===== src/rtl/spi_cfg_pkg.sv =====
package spi_cfg_pkg;
    localparam int CMD_W    = 8;
    localparam int DATA_W   = 32;
    localparam int SEL_W    = 3;
    localparam int SYNC_DEPTH = 2;

    localparam logic [SEL_W-1:0] SEL_OFS  = 3'b001;
    localparam logic [SEL_W-1:0] SEL_GAIN = 3'b010;
    localparam logic [SEL_W-1:0] SEL_CONF = 3'b011;

    localparam logic [DATA_W-1:0] OFS_RST  = 32'h0000_0000;
    localparam logic [DATA_W-1:0] GAIN_RST = 32'h0100_0000;
    localparam logic [DATA_W-1:0] CONF_RST = 32'h0000_0000;

    localparam int RV_BIT    = 28;
    localparam int RST_BIT   = 29;
    localparam int RATE_LSB  = 16;
    localparam int RATE_W    = 4;
    localparam int FILT_BIT  = 20;
endpackage


===== src/rtl/spi_pin_sync.sv =====
module spi_pin_sync #(
    parameter int W      = 3,
    parameter int STAGES = 2,
    parameter logic [W-1:0] RST_VAL = '0
) (
    input  logic         clk,
    input  logic         rst_n,
    input  logic [W-1:0] d,
    output logic [W-1:0] q
);
    logic [STAGES-1:0][W-1:0] stg_q;

    always_ff @(posedge clk or negedge rst_n) begin
        if (!rst_n) stg_q <= {STAGES{RST_VAL}};
        else        stg_q <= {stg_q[STAGES-2:0], d};
    end

    assign q = stg_q[STAGES-1];
endmodule


===== src/rtl/spi_frame_engine.sv =====
module spi_frame_engine #(
    parameter int CMD_W  = 8,
    parameter int DATA_W = 32,
    parameter int SEL_W  = 3
) (
    input  logic              clk,
    input  logic              rst_n,
    input  logic              sclk_s,
    input  logic              cs_act,
    input  logic              sdi_s,
    input  logic [DATA_W-1:0] rd_data,
    output logic [SEL_W-1:0]  rd_sel,
    output logic              wr_stb,
    output logic              rd_done,
    output logic [SEL_W-1:0]  ev_sel,
    output logic [DATA_W-1:0] wr_data,
    output logic              shifting,
    output logic              sdo_bit
);
    localparam int FRAME = CMD_W + DATA_W;
    localparam int CNT_W = $clog2(FRAME + 1);
    localparam logic [CNT_W-1:0] CMD_LAST   = CNT_W'(CMD_W - 1);
    localparam logic [CNT_W-1:0] FRAME_LAST = CNT_W'(FRAME - 1);

    typedef struct packed {
        logic              sclk_prev;
        logic [CNT_W-1:0]  cnt;
        logic [CMD_W-1:0]  cmd;
        logic [DATA_W-1:0] din;
        logic [DATA_W-1:0] dout;
        logic              arm;
        logic              shifting;
        logic              wr_stb;
        logic              rd_done;
        logic [SEL_W-1:0]  ev_sel;
    } fe_t;

    fe_t fe_d, fe_q;
    logic rise, fall;

    always_comb begin
        fe_d           = fe_q;
        fe_d.wr_stb    = 1'b0;
        fe_d.rd_done   = 1'b0;
        fe_d.sclk_prev = sclk_s;
        rise = sclk_s & ~fe_q.sclk_prev;
        fall = ~sclk_s & fe_q.sclk_prev;
        if (!cs_act) begin
            fe_d.cnt      = '0;
            fe_d.arm      = 1'b0;
            fe_d.shifting = 1'b0;
        end else begin
            if (rise) begin
                if (fe_q.cnt <= CMD_LAST) fe_d.cmd = {fe_q.cmd[CMD_W-2:0], sdi_s};
                else                      fe_d.din = {fe_q.din[DATA_W-2:0], sdi_s};
                // command complete: its MSB (read flag) is the bit now at CMD_W-2
                if (fe_q.cnt == CMD_LAST) fe_d.arm = fe_q.cmd[CMD_W-2];
                if (fe_q.cnt == FRAME_LAST) begin
                    fe_d.cnt     = '0;
                    fe_d.ev_sel  = fe_q.cmd[SEL_W-1:0];
                    fe_d.wr_stb  = ~fe_q.cmd[CMD_W-1];
                    fe_d.rd_done = fe_q.cmd[CMD_W-1];
                end else begin
                    fe_d.cnt = fe_q.cnt + 1'b1;
                end
            end
            if (fall) begin
                if (fe_q.arm) begin
                    fe_d.dout     = rd_data;
                    fe_d.shifting = 1'b1;
                    fe_d.arm      = 1'b0;
                end else if (fe_q.shifting) begin
                    if (fe_q.cnt == '0) fe_d.shifting = 1'b0;
                    else                fe_d.dout = {fe_q.dout[DATA_W-2:0], 1'b0};
                end
            end
        end
    end

    always_ff @(posedge clk or negedge rst_n) begin
        if (!rst_n) fe_q <= '0;
        else        fe_q <= fe_d;
    end

    assign rd_sel   = fe_q.cmd[SEL_W-1:0];
    assign wr_stb   = fe_q.wr_stb;
    assign rd_done  = fe_q.rd_done;
    assign ev_sel   = fe_q.ev_sel;
    assign wr_data  = fe_q.din;
    assign shifting = fe_q.shifting;
    assign sdo_bit  = fe_q.dout[DATA_W-1];
endmodule


===== src/rtl/spi_cfg_regs.sv =====
module spi_cfg_regs
    import spi_cfg_pkg::*;
(
    input  logic              clk,
    input  logic              rst_n,
    input  logic [SEL_W-1:0]  rd_sel,
    input  logic              wr_stb,
    input  logic              rd_done,
    input  logic [SEL_W-1:0]  ev_sel,
    input  logic [DATA_W-1:0] wr_data,
    output logic [DATA_W-1:0] rd_data,
    output logic [DATA_W-1:0] ofs_o,
    output logic [DATA_W-1:0] gain_o,
    output logic [DATA_W-1:0] conf_o,
    output logic              sys_rst_o
);
    typedef struct packed {
        logic [DATA_W-1:0] ofs;
        logic [DATA_W-1:0] gain;
        logic [DATA_W-1:0] conf;
        logic              rv;
        logic              rst_pls;
    } rf_t;

    localparam rf_t RF_RST = '{ofs: OFS_RST, gain: GAIN_RST, conf: CONF_RST,
                               rv: 1'b1, rst_pls: 1'b0};

    rf_t rf_d, rf_q;
    logic [DATA_W-1:0] conf_view;

    always_comb begin
        rf_d         = rf_q;
        rf_d.rst_pls = 1'b0;
        if (wr_stb) begin
            case (ev_sel)
                SEL_OFS:  rf_d.ofs  = wr_data;
                SEL_GAIN: rf_d.gain = wr_data;
                SEL_CONF: begin
                    if (wr_data[RST_BIT]) begin
                        rf_d         = RF_RST;
                        rf_d.rst_pls = 1'b1;
                    end else begin
                        rf_d.conf          = wr_data;
                        rf_d.conf[RV_BIT]  = 1'b0;
                        rf_d.conf[RST_BIT] = 1'b0;
                    end
                end
                default: ;
            endcase
        end
        if (rd_done && ev_sel == SEL_CONF) rf_d.rv = 1'b0;
    end

    always_ff @(posedge clk or negedge rst_n) begin
        if (!rst_n) rf_q <= RF_RST;
        else        rf_q <= rf_d;
    end

    always_comb begin
        conf_view         = rf_q.conf;
        conf_view[RV_BIT] = rf_q.rv;
        case (rd_sel)
            SEL_OFS:  rd_data = rf_q.ofs;
            SEL_GAIN: rd_data = rf_q.gain;
            SEL_CONF: rd_data = conf_view;
            default:  rd_data = '0;
        endcase
    end

    assign ofs_o     = rf_q.ofs;
    assign gain_o    = rf_q.gain;
    assign conf_o    = conf_view;
    assign sys_rst_o = rf_q.rst_pls;
endmodule


===== src/rtl/cfg_spi_slave.sv =====
module cfg_spi_slave
    import spi_cfg_pkg::*;
(
    input  logic              clk,
    input  logic              rst_n,
    input  logic              spi_sclk,
    input  logic              spi_csn,
    input  logic              spi_sdi,
    input  logic              conv_ready_i,
    output logic              spi_sdo,
    output logic              spi_sdo_oe,
    output logic [DATA_W-1:0] ofs_o,
    output logic [DATA_W-1:0] gain_o,
    output logic [DATA_W-1:0] conf_o,
    output logic [RATE_W-1:0] rate_sel_o,
    output logic              filt_sel_o,
    output logic              sys_rst_o
);
    logic [2:0]        pins_s;
    logic              sclk_s, csn_s, sdi_s;
    logic [SEL_W-1:0]  rd_sel, ev_sel;
    logic              wr_stb, rd_done, shifting, sdo_bit;
    logic [DATA_W-1:0] wr_data, rd_data;

    spi_pin_sync #(.W(3), .STAGES(SYNC_DEPTH), .RST_VAL(3'b010)) u_sync (
        .clk(clk), .rst_n(rst_n),
        .d({spi_sclk, spi_csn, spi_sdi}), .q(pins_s)
    );
    assign {sclk_s, csn_s, sdi_s} = pins_s;

    spi_frame_engine #(.CMD_W(CMD_W), .DATA_W(DATA_W), .SEL_W(SEL_W)) u_fe (
        .clk(clk), .rst_n(rst_n), .sclk_s(sclk_s), .cs_act(~csn_s), .sdi_s(sdi_s),
        .rd_data(rd_data), .rd_sel(rd_sel), .wr_stb(wr_stb), .rd_done(rd_done),
        .ev_sel(ev_sel), .wr_data(wr_data), .shifting(shifting), .sdo_bit(sdo_bit)
    );

    spi_cfg_regs u_regs (
        .clk(clk), .rst_n(rst_n), .rd_sel(rd_sel), .wr_stb(wr_stb), .rd_done(rd_done),
        .ev_sel(ev_sel), .wr_data(wr_data), .rd_data(rd_data),
        .ofs_o(ofs_o), .gain_o(gain_o), .conf_o(conf_o), .sys_rst_o(sys_rst_o)
    );

    assign spi_sdo    = shifting ? sdo_bit : ~conv_ready_i;
    assign spi_sdo_oe = ~csn_s;
    assign rate_sel_o = conf_o[RATE_LSB +: RATE_W];
    assign filt_sel_o = conf_o[FILT_BIT];
endmodule


===== config.mk =====
export PLATFORM = sky130hd
export DESIGN_NAME = cfg_spi_slave
export DESIGN_NICKNAME = d
export VERILOG_FILES = /design/src/rtl/spi_cfg_pkg.sv /design/src/rtl/spi_pin_sync.sv /design/src/rtl/spi_frame_engine.sv /design/src/rtl/spi_cfg_regs.sv /design/src/rtl/cfg_spi_slave.sv
export SDC_FILE = /design/constraint.sdc
export NUM_CORES = 1
export LEC_CHECK = 0
export BUFFER_PORTS_ARGS = -buffer_cell sky130_fd_sc_hd__buf_2
export CORE_MARGIN = 3
export CORE_UTILIZATION = 64
export CTS_BUF_LIST = sky130_fd_sc_hd__clkbuf_4 sky130_fd_sc_hd__clkbuf_8
export DETAILED_ROUTE_END_ITERATION = 10
export PLACE_DENSITY = 0.87
export SLEW_MARGIN = 20
export SYNTH_ARGS = -nofsm -noshare
export SYNTH_HDL_FRONTEND = slang
export SYNTH_SLANG_ARGS = --single-unit

===== constraint.sdc =====
create_clock -name clk -period 4.9 [get_ports clk]
set_input_delay 0.98 -clock clk [delete_from_list [all_inputs] [get_ports clk]]
set_output_delay 0.98 -clock clk [all_outputs]
set_load 0.01 [all_outputs]

==> Word level (Yosys, flattened, before mapping) <==
Index checks and enable logic that the tools add are counted.
{ "word_totals": {"reg_bits": 190, "output_inout_bits": 104, "wordCells": 84} }
{ "classes": {"add_sub_neg": 1, "order_cmp": 1, "eq_ne": 10, "mux": 29, "n_bitwise": 8, "reduce_logical": 18} }
{ "ops": {"columns": ["operator", "n"], "rows": [
  ["$mux 32", 5],
  ["$pmux 32 s2", 2],
  ["$pmux 32 s3", 1],
  ["$mux 64", 1],
  ["$mux 46", 1],
  ["$reduce_and 3->1", 6],
  ["$reduce_bool 2->1", 8],
  ["$mux 5", 3],
  ["$eq 3x2->1 const B", 4],
  ["$mux 6", 2],
  ["$mux 2", 5],
  ["$mux 1", 8],
  ["$mux 8", 1],
  ["$add 6x1->6 const B", 1],
  ["$eq 3x1->1 const B", 2],
  ["$eq 6x3->1 const B", 1],
  ["$eq 6x6->1 const B", 1],
  ["$le 6x3->1 const B", 1],
  ["$logic_not 6->1", 1],
  ["$not 1->1", 6],
  ["$reduce_and 4->1", 1],
  ["$and 1x1->1", 2],
  ["$ne 2x1->1 const B", 1],
  ["$ne 2x2->1 const B", 1],
  ["2 further kinds", 2]
]} }

==> Depth between registers and ports, before layout <==
Gate-level depths: netlist (run 1).
{ "depth": {"word_depth": 6, "ltp_mapped": 7} }

==> Modules after synthesis <==
A second synthesis (run 1) with hierarchy kept.
{ "unflattened": {"cells_unflattened": 757, "area_unflattened_um2": 8663.3} }
{ "by_module_without_submodules": {"columns": ["mod", "n_inst", "cells_per_inst", "area_each_um2", "seq_area_each_um2"], "rows": [
  ["spi_cfg_regs", 1, 400, 4385.5, 2404.8],
  ["spi_frame_engine", 1, 340, 4052.6, 2152.1],
  ["spi_pin_sync", 1, 9, 175.2, 152.6],
  ["cfg_spi_slave", 1, 8, 50.0, 0.0]
]} }

==> Worst setup path before layout (run 1) <==
Ideal clock, no wire load.
{ "synth_timing": {"path_kind": "input -> output", "start": "in conv_ready_i", "end": "out spi_sdo", "t_arrival_ps": 1252, "required_time_ps": 3920, "slack_ps": 2668, "cell_stages": 1, "n_path_buf": 0, "cell_sequence": "o21ai_0"} }
{ "synth_via": {"elab_chain_len": 2} }
{ "synth_lines": {"columns": ["element", "line_no", "source"], "rows": [
  ["start, declared", "cfg_spi_slave.sv:9", "input logic conv_ready_i,"],
  ["$not 1->1", "cfg_spi_slave.sv:43", "assign spi_sdo = shifting ? sdo_bit : ~conv_ready_i;"],
  ["$mux 1", "cfg_spi_slave.sv:43", null],
  ["end, declared", "cfg_spi_slave.sv:10", "output logic spi_sdo,"]
]} }
No other way between the ends.

==> Final worst setup path (run 1) <==
{ "layout_timing": {"start": "reg u_fe.fe_q, in the netlist u_fe.rd_sel[1]", "end": "reg u_fe.fe_q, in the netlist u_fe.sdo_bit"} }
{ "layout_via": {"elab_chain_len": 3} }
{ "layout_lines": {"columns": ["element", "line_no", "source"], "rows": [
  ["start, declared", "spi_frame_engine.sv:38", "fe_t fe_d, fe_q;"],
  ["start signal, assigned", "spi_frame_engine.sv:81", "if (!rst_n) fe_q <= '0;"],
  ["start signal, assigned", "spi_frame_engine.sv:82", "else fe_q <= fe_d;"],
  ["$eq 3x2->1 or $eq 3x1->1 (tied branches)", "spi_cfg_regs.sv:62", "case (rd_sel)"],
  ["$pmux 32 s3 (*)", "spi_cfg_regs.sv:62", null],
  ["$mux 32 (*)", "spi_frame_engine.sv:68", "if (fe_q.arm) begin"]
]} }
Every way passes the cells marked *; elsewhere a longest branch is shown, timed or not.
A chain may end at the register's enable or synchronous reset.

==> results.md, run 1 <==
- Post-synthesis net count: 793
- R2R cell count: 5
- R2r setup slk: 2.36 ns
- Clk slew on worst S/H paths: 0.09 ns
- I/O pins: 110
- First-pass GRT wire length: around 32000 um
- Seq cells post-synth: 188
- Yosys cell types: 42
- CTS Buffer Depth: 2
- Row count: 40
- Leak pwr: around 4.5 nW
- R2r startpoint: u_fe.rd_sel[1]$_DFFE_PN0P_
- Full die area: between 10000 and 15000 um^2
- Layout Nets: 869
- Post CTS Setup Buffer Count: 0
- Peak VDD IR: approximately 0.22 mV
- Share of cells above drive strength 1: a little under a quarter
- Drt wl/cell: 18.9 um
- Die span in x: 120 um
- Max Transition Viols Final: 0
- Worst Path Required: around 5.3 ns
- Worst Hold End: u_sync.q[2]$_DFF_PN0_
- CTS tree: done
- Reg-to-Reg End: u_fe.sdo_bit$_DFFE_PN0P_
- Hpwl dp: 12700 um
- Max-cap violations: 0
- Total track usage: 28.1%
- Final worst-path cycle share: between 50% and 60%
- Seq/Total Area, Yosys: 57.1%
- H-tree Lvls: 4
- Area grow syn2layout: 11.4%
- Initial antenna violation count: 0
- Core area: 12300 um^2
- Clk_skew: 0.00938 ns
- Dpl cells: 1010
- Number of global-route vias before repair: 6227
- Routability Congestion: 0.814
- Vias: 6305
- Crit end category: flop
- Ranking of synthesized cells by area: dfrtp_1, nand2_1, o21ai_0
- Critical Path Source Type: flop
- Slowest-stage cell, CP: dfrtp_2
- Synthesized netlist cell count: 785
- Synth area leader: dfrtp_1
- PwrDens: about 310 nW/um^2
- CP Cell Sequence: buf_4 -> mux2i_1 -> a211o_1 -> o21ai_0 -> mux2_1
- Syn_area_per_cell: 10.5 um^2
- Clk_lat worst skew: 0.47 ns
- Final setup violation count: 0
- PostCTS Resize Cnt: 0
- Die Span Y: 120 um
- Post-synth EDFFs: 0
- DRT Wirelength: 19700 um
- Cts bufs inserted: 17
- Final min period: approximately 2.5 ns
- Initial DRC Count: 573
- Final std cells w/o fill: about 1000
- Critical path's largest stage delay: about 1.1 ns
- Via density: ~6.1
- CP Class: flop to flop
- Worst-path fanout max: 42
- Hold_buf cts: 0
- # diodes: 0
- Setup Total Neg Slack: 0 ns
- Clk sink count: 188
- Clock Tree Root: clkbuf_8
- Largest net degree at the start of global routing: 118
- Status: complete, no violations
- Hold_ws: 0.356 ns
- CP bufs+invs: 1
- 1st-pass router iterations: 5
- # DRC: 0
- FFs w/ async S/R, synth: 100%
- Slew @ Worst Pin: 1.04 ns
- Starting density of the core: 67.0%
- Detail Route Antenna Nets: 0
- Critical Path AT: 2.89 ns
- RSZ-0062 raised after global routing: false
- Max_slew headroom: 30.6%
- Worst hold-check path type: flop to flop
- Fmax: 0.394 GHz
- Total gr overflow: 0
- Total Power: 0.00288 W
- Hold wc startpoint: u_sync.stg_q[2]$_DFF_PN0_
- IO Port Bufs: 108
- CP delay by family, top: flip-flops
- Crit path from: u_fe.rd_sel[1]$_DFFE_PN0P_
- Hold path cells: 0
- Endpoints failing hold: 0
- Share of the synthesized area in the top cell type: 55.8%
- Post-Syn Area: 8250 um^2
- Synth Flop Type: dfrtp_1
- Ys Warns: 0
-- cell type report --
class / count / area, um^2
Clock inverter: 7 / 87.6
Multi-Input combinational cell: 513 / 3160
Inverter: 23 / 86.3
Tap cell: 168 / 210
Sequential cell: 188 / 4710
Fill cell: 810 / 3120
Timing Repair Buffer: 118 / 624
Clock buffer: 24 / 312
-- layout by cell type (no fill, tap or decap), types with 2 or more instances in the layout --
master and count:
dfrtp_1 182, nand2_1 165, o21ai_0 110, buf_2 107
a21oi_1 55, mux2i_1 46, mux2_2 44, inv_1 22
clkbuf_8 22, a211oi_1 18, mux2_1 15, a211o_1 14
buf_4 10, nor2_1 6, nand2b_1 4, nor2b_1 4
clkinv_2 4, dfstp_2 4, clkbuf_4 3, nor3_1 2
nand4_1 2, or3_1 2, nor4_1 2, xor2_1 2
nand3_1 2, o211ai_1 2, nand3b_1 2, o21a_1 2
ha_1 2, bufinv_16 2, dfrtp_2 2
-- how the worst max path moves through the flow --
stage                               endpoint  depth (start not counted)
4_1_cts        u_regs.gain_o[15]$_DFFE_PN0P_                          3
6_report            u_fe.sdo_bit$_DFFE_PN0P_                          5
2_1_floorplan                        spi_sdo                          1
3_3_place_gp   u_regs.gain_o[15]$_DFFE_PN0P_                          3
5_1_grt            u_fe.fe_q[33]$_DFFE_PN0P_                          5
3_5_place_dp   u_regs.gain_o[15]$_DFFE_PN0P_                          3
-- Yosys cell counts, types with 2 or more instances --
cell      instances
nand3_1           3
ha_1              2
or3_1             2
nor3_1            2
nand4_1           2
xor2_1            2
nand3b_1          2
o211ai_1          2
a211o_1          14
nor2b_1           4
mux2_2           44
inv_1            23
a21oi_1          55
o21ai_0         110
nor4_1            2
nand2b_1          4
buf_1             4
dfstp_2           4
buf_2             7
dfrtp_1         184
a211oi_1         18
nor2_1            6
buf_4             7
o21a_1            2
nand2_1         165
mux2_1           15
mux2i_1          46
clkbuf_1         40
-- report_power, final --
part | switching (W) | internal, W | total (W)
registers | 0.0000799 | 0.00158 | 0.00166
logic | 0.000104 | 0.0000808 | 0.000185
clock network | 0.000519 | 0.000519 | 0.00104
total | 0.000703 | 0.00218 | 0.00288
-- sequential cells by signal (all words and copies together), names as in the netlist, 3 cells and up --
| signal | count |
|---|---|
| u_fe.ev_sel | 3 |
| u_fe.fe_q | 44 |
| u_sync.q | 3 |
| u_regs.conf_o | 31 |
| u_fe.rd_sel | 3 |
| u_sync.stg_q | 3 |
| u_regs.ofs_o | 32 |
| u_fe.wr_data | 32 |
| u_regs.gain_o | 32 |
-- through the flow --
step,setup WS (ns),util (%),cell area [um^2]
CTS,2.20,74.6,9190
global placement,2.41,71.4,8790
global route,2.25,74.6,9190
finish,2.36,74.6,9190
floorplan,2.67,-,8250
detailed placement,2.24,71.4,8790
-- worst register-to-register path, delay by kind of cell, from the launching register on --
kind	cells	cell delay, ns
buffers and inverters	1	0.50
multiplexers	2	0.61
flip-flops	1	1.05
AO/OA/AOI/OAI	2	0.26
-- per-layer routing --
metal | track usage [%] | wire length [um]
met1 | 37.5 | 8300
met2 | 46.1 | 9870
met3 | 5.33 | 1140
met4 | 10.7 | 397
met5 | 0 | 0
-- cells by family (layout without fill, tap and decap cells) --
group                    count (synthesis)  in the layout  synth area share [%]
buffers and inverters                   84            172                  4.67
other                                    1              1                0.0455
AO/OA/AOI/OAI                          205            205                  13.9
XOR/XNOR                                 2              2                 0.212
flip-flops                             188            188                  57.1
AND/OR/NAND/NOR                        198            198                  10.1
multiplexers                           105            105                  13.6
adder cells (fa/ha/maj)                  2              2                 0.303
Power figures use the tool's default switching activity.
==> inputs of run 2 (changes only) <==
--- a/config.mk
+++ b/config.mk
@@ -7,10 +7,10 @@
 export LEC_CHECK = 0
 export BUFFER_PORTS_ARGS = -buffer_cell sky130_fd_sc_hd__buf_2
 export CORE_MARGIN = 3
-export CORE_UTILIZATION = 64
+export CORE_UTILIZATION = 60
 export CTS_BUF_LIST = sky130_fd_sc_hd__clkbuf_4 sky130_fd_sc_hd__clkbuf_8
 export DETAILED_ROUTE_END_ITERATION = 10
-export PLACE_DENSITY = 0.87
+export PLACE_DENSITY = 0.83
 export SLEW_MARGIN = 20
 export SYNTH_ARGS = -nofsm -noshare
 export SYNTH_HDL_FRONTEND = slang
==> constraint.sdc (replaced) <==
create_clock -name clk -period 2.6 [get_ports clk]
set_input_delay 0.52 -clock clk [delete_from_list [all_inputs] [get_ports clk]]
set_output_delay 0.52 -clock clk [all_outputs]
set_load 0.01 [all_outputs]
==> run 2 against run 1 <==
Net effect: via count fell by 1.8%; final cell count is 2.3% higher; total power grew 92%; hold slack got worse by 0.32 ns; clock skew about the same; routed wire length fell by 0.95%; utilization decreased by 4.3 points; largest cell class unchanged; highest routed layer unchanged.
==> results.md, run 2 (synthesized netlist as in run 1, its figures left out) <==
- Status: complete, no violations
- Clk_skew: 0.00978 ns
- Clk slew on worst S/H paths: 0.09 ns
- Routability Congestion: 0.818
- Setup Total Neg Slack: 0 ns
- Final worst-path cycle share: 86.1%
- Initial antenna violation count: 0
- Most common cell after layout, fill and taps aside: dfrtp_1
- Hold_buf cts: 0
- Max_slew headroom: 54.6%
- Final min period: 2.24 ns
- Full die area: 15200 um^2
- Row count: 42
- Critical Path Source Type: flop
- Switching Share: around a quarter
- Cts bufs inserted: 17
- H-tree Lvls: 4
- Area grow syn2layout: 13.8%
- CTS tree: done
- Max Transition Viols Final: 0
- NetSw: 0.00135 W
- Sequential power share: 55.8%
- First-pass GRT wire length: about 31000 um
- I/O pins: 110
- Vias: 6191
- Most frequent cells in the layout: dfrtp_1, nand2_1, o21ai_0, buf_2, a21oi_1
- Endpoints failing hold: 0
- Slew @ Worst Pin: 0.681 ns
- Combinational power share: 7.5%
- Die span in x: between 100 and 150 um
- Initial DRC Count: ~600
- Starting density of the core: 61.8%
- CP Class: flop to flop
- Clk sink count: between 150 and 200
- Pint: 0.00419 W
- 1st-pass router iterations: 5
- Drt wl/cell: 18.3 um
- # DRC: 0
- Final setup violation count: 0
- DRT Wirelength: between 15000 and 20000 um
- Critical Path AT: 2.58 ns
- PostCTS Resize Cnt: 0
- Core area: 13300 um^2
- Via density: 5.81
- Hpwl dp: roughly 13000 um
- Peak VDD IR: 0.327 mV
- Worst-path fanout max: 23
- Die Span Y: 123 um
- Crit end category: flop
- Largest net degree at the start of global routing: 60
- Worst Path Required: 2.94 ns
- Post CTS Setup Buffer Count: 0
- Layout Nets: 884
- # diodes: 0
- Clock Tree Root: clkbuf_8
- Largest Register: u_fe.fe_q
- RSZ-0062 raised after global routing: false
- PwrDens: 591 nW/um^2
- Total gr overflow: 0
- Fmax: 0.446 GHz
- Clock share of power: between 30% and 40%
- IO Port Bufs: 108
- Fin util: 70.3%
- Total track usage: a little over a quarter
- Max FFs per register: 44
- Worst hold-check path type: primary input to asynchronous set/reset pin
- Leak pwr: 4.62 nW
- Clk_lat worst skew: 0.46 ns
- Detail Route Antenna Nets: 0
- Share of cells above drive strength 1: 24.7%
- Max-cap violations: 0
- Number of global-route vias before repair: between 6000 and 7000
- CTS Buffer Depth: 2
-- run 2: worst paths after layout --
kind	slack, ns	start	cells after the start	end
min in group clk	0.16	spi_csn	1	u_sync.stg_q[1]$_DFF_PN1_
max in group asynchronous	1.83	rst_n	2	u_fe.wr_data[19]$_DFFE_PN0P_
worst min-delay path	0.03	rst_n	1	u_regs.gain_o[27]$_DFFE_PN0P_
worst max-delay path	0.36	u_fe.fe_q[82]$_DFFE_PN0P_	5	u_fe.fe_q[9]$_DFFE_PN0P_
worst max register to register	0.36	u_fe.fe_q[82]$_DFFE_PN0P_	5	u_fe.fe_q[9]$_DFFE_PN0P_
worst min register to register	0.35	u_sync.stg_q[0]$_DFF_PN0_	0	u_sync.q[0]$_DFF_PN0_
-- run 2: power groups by stage --
stage	sequential [W]	clock [W]	combinational, W
2_1_floorplan	0.00306	0	0.000331
3_3_place_gp	0.00314	0	0.000402
3_5_place_dp	0.00315	0	0.000416
4_1_cts	0.00309	0.00206	0.000419
5_1_grt	0.00310	0.00217	0.000453
6_report	0.00309	0.00203	0.000419
-- run 2: through the flow --
stage / cells / instance area, um^2 / total power, W / hold WS, ns / setup slack, ns
after global routing: 1065 / 9390 / 0.00572 / 0.0439 / 0.272
after global placement: 1033 / 8960 / 0.00354 / 0.339 / 0.479
after detailed placement: 1033 / 8960 / 0.00357 / 0.336 / 0.393
after floorplan: 785 / 8250 / 0.00339 / 0.224 / 0.668
after CTS: 1065 / 9390 / 0.00557 / 0.0280 / 0.374
final: 1065 / 9390 / 0.00554 / 0.0328 / 0.360
-- run 2: cell type report --
type	instances	area (um^2)
clock buffer	21	283
clock inverter	11	141
fill	985	3960
inverter	23	86.3
multi-input combinational	513	3160
sequential	188	4710
tap	176	220
timing repair buffer	133	785
-- run 2: per-layer routing --
layer	vias up	wire, um	track usage (%)
li1	2869	-	-
met1	3069	8410	37.8
met2	226	9550	41.6
met3	27	1220	5.26
met4	0	341	10.2
met5	-	0	0
-- run 2: worst max-delay path, cell delays in order, from the launching register on --
cell	delay [ns]
dfrtp_1	0.45
or3_4	0.43
nor4b_4	0.33
or3_1	0.20
buf_4	0.35
mux2_1	0.37
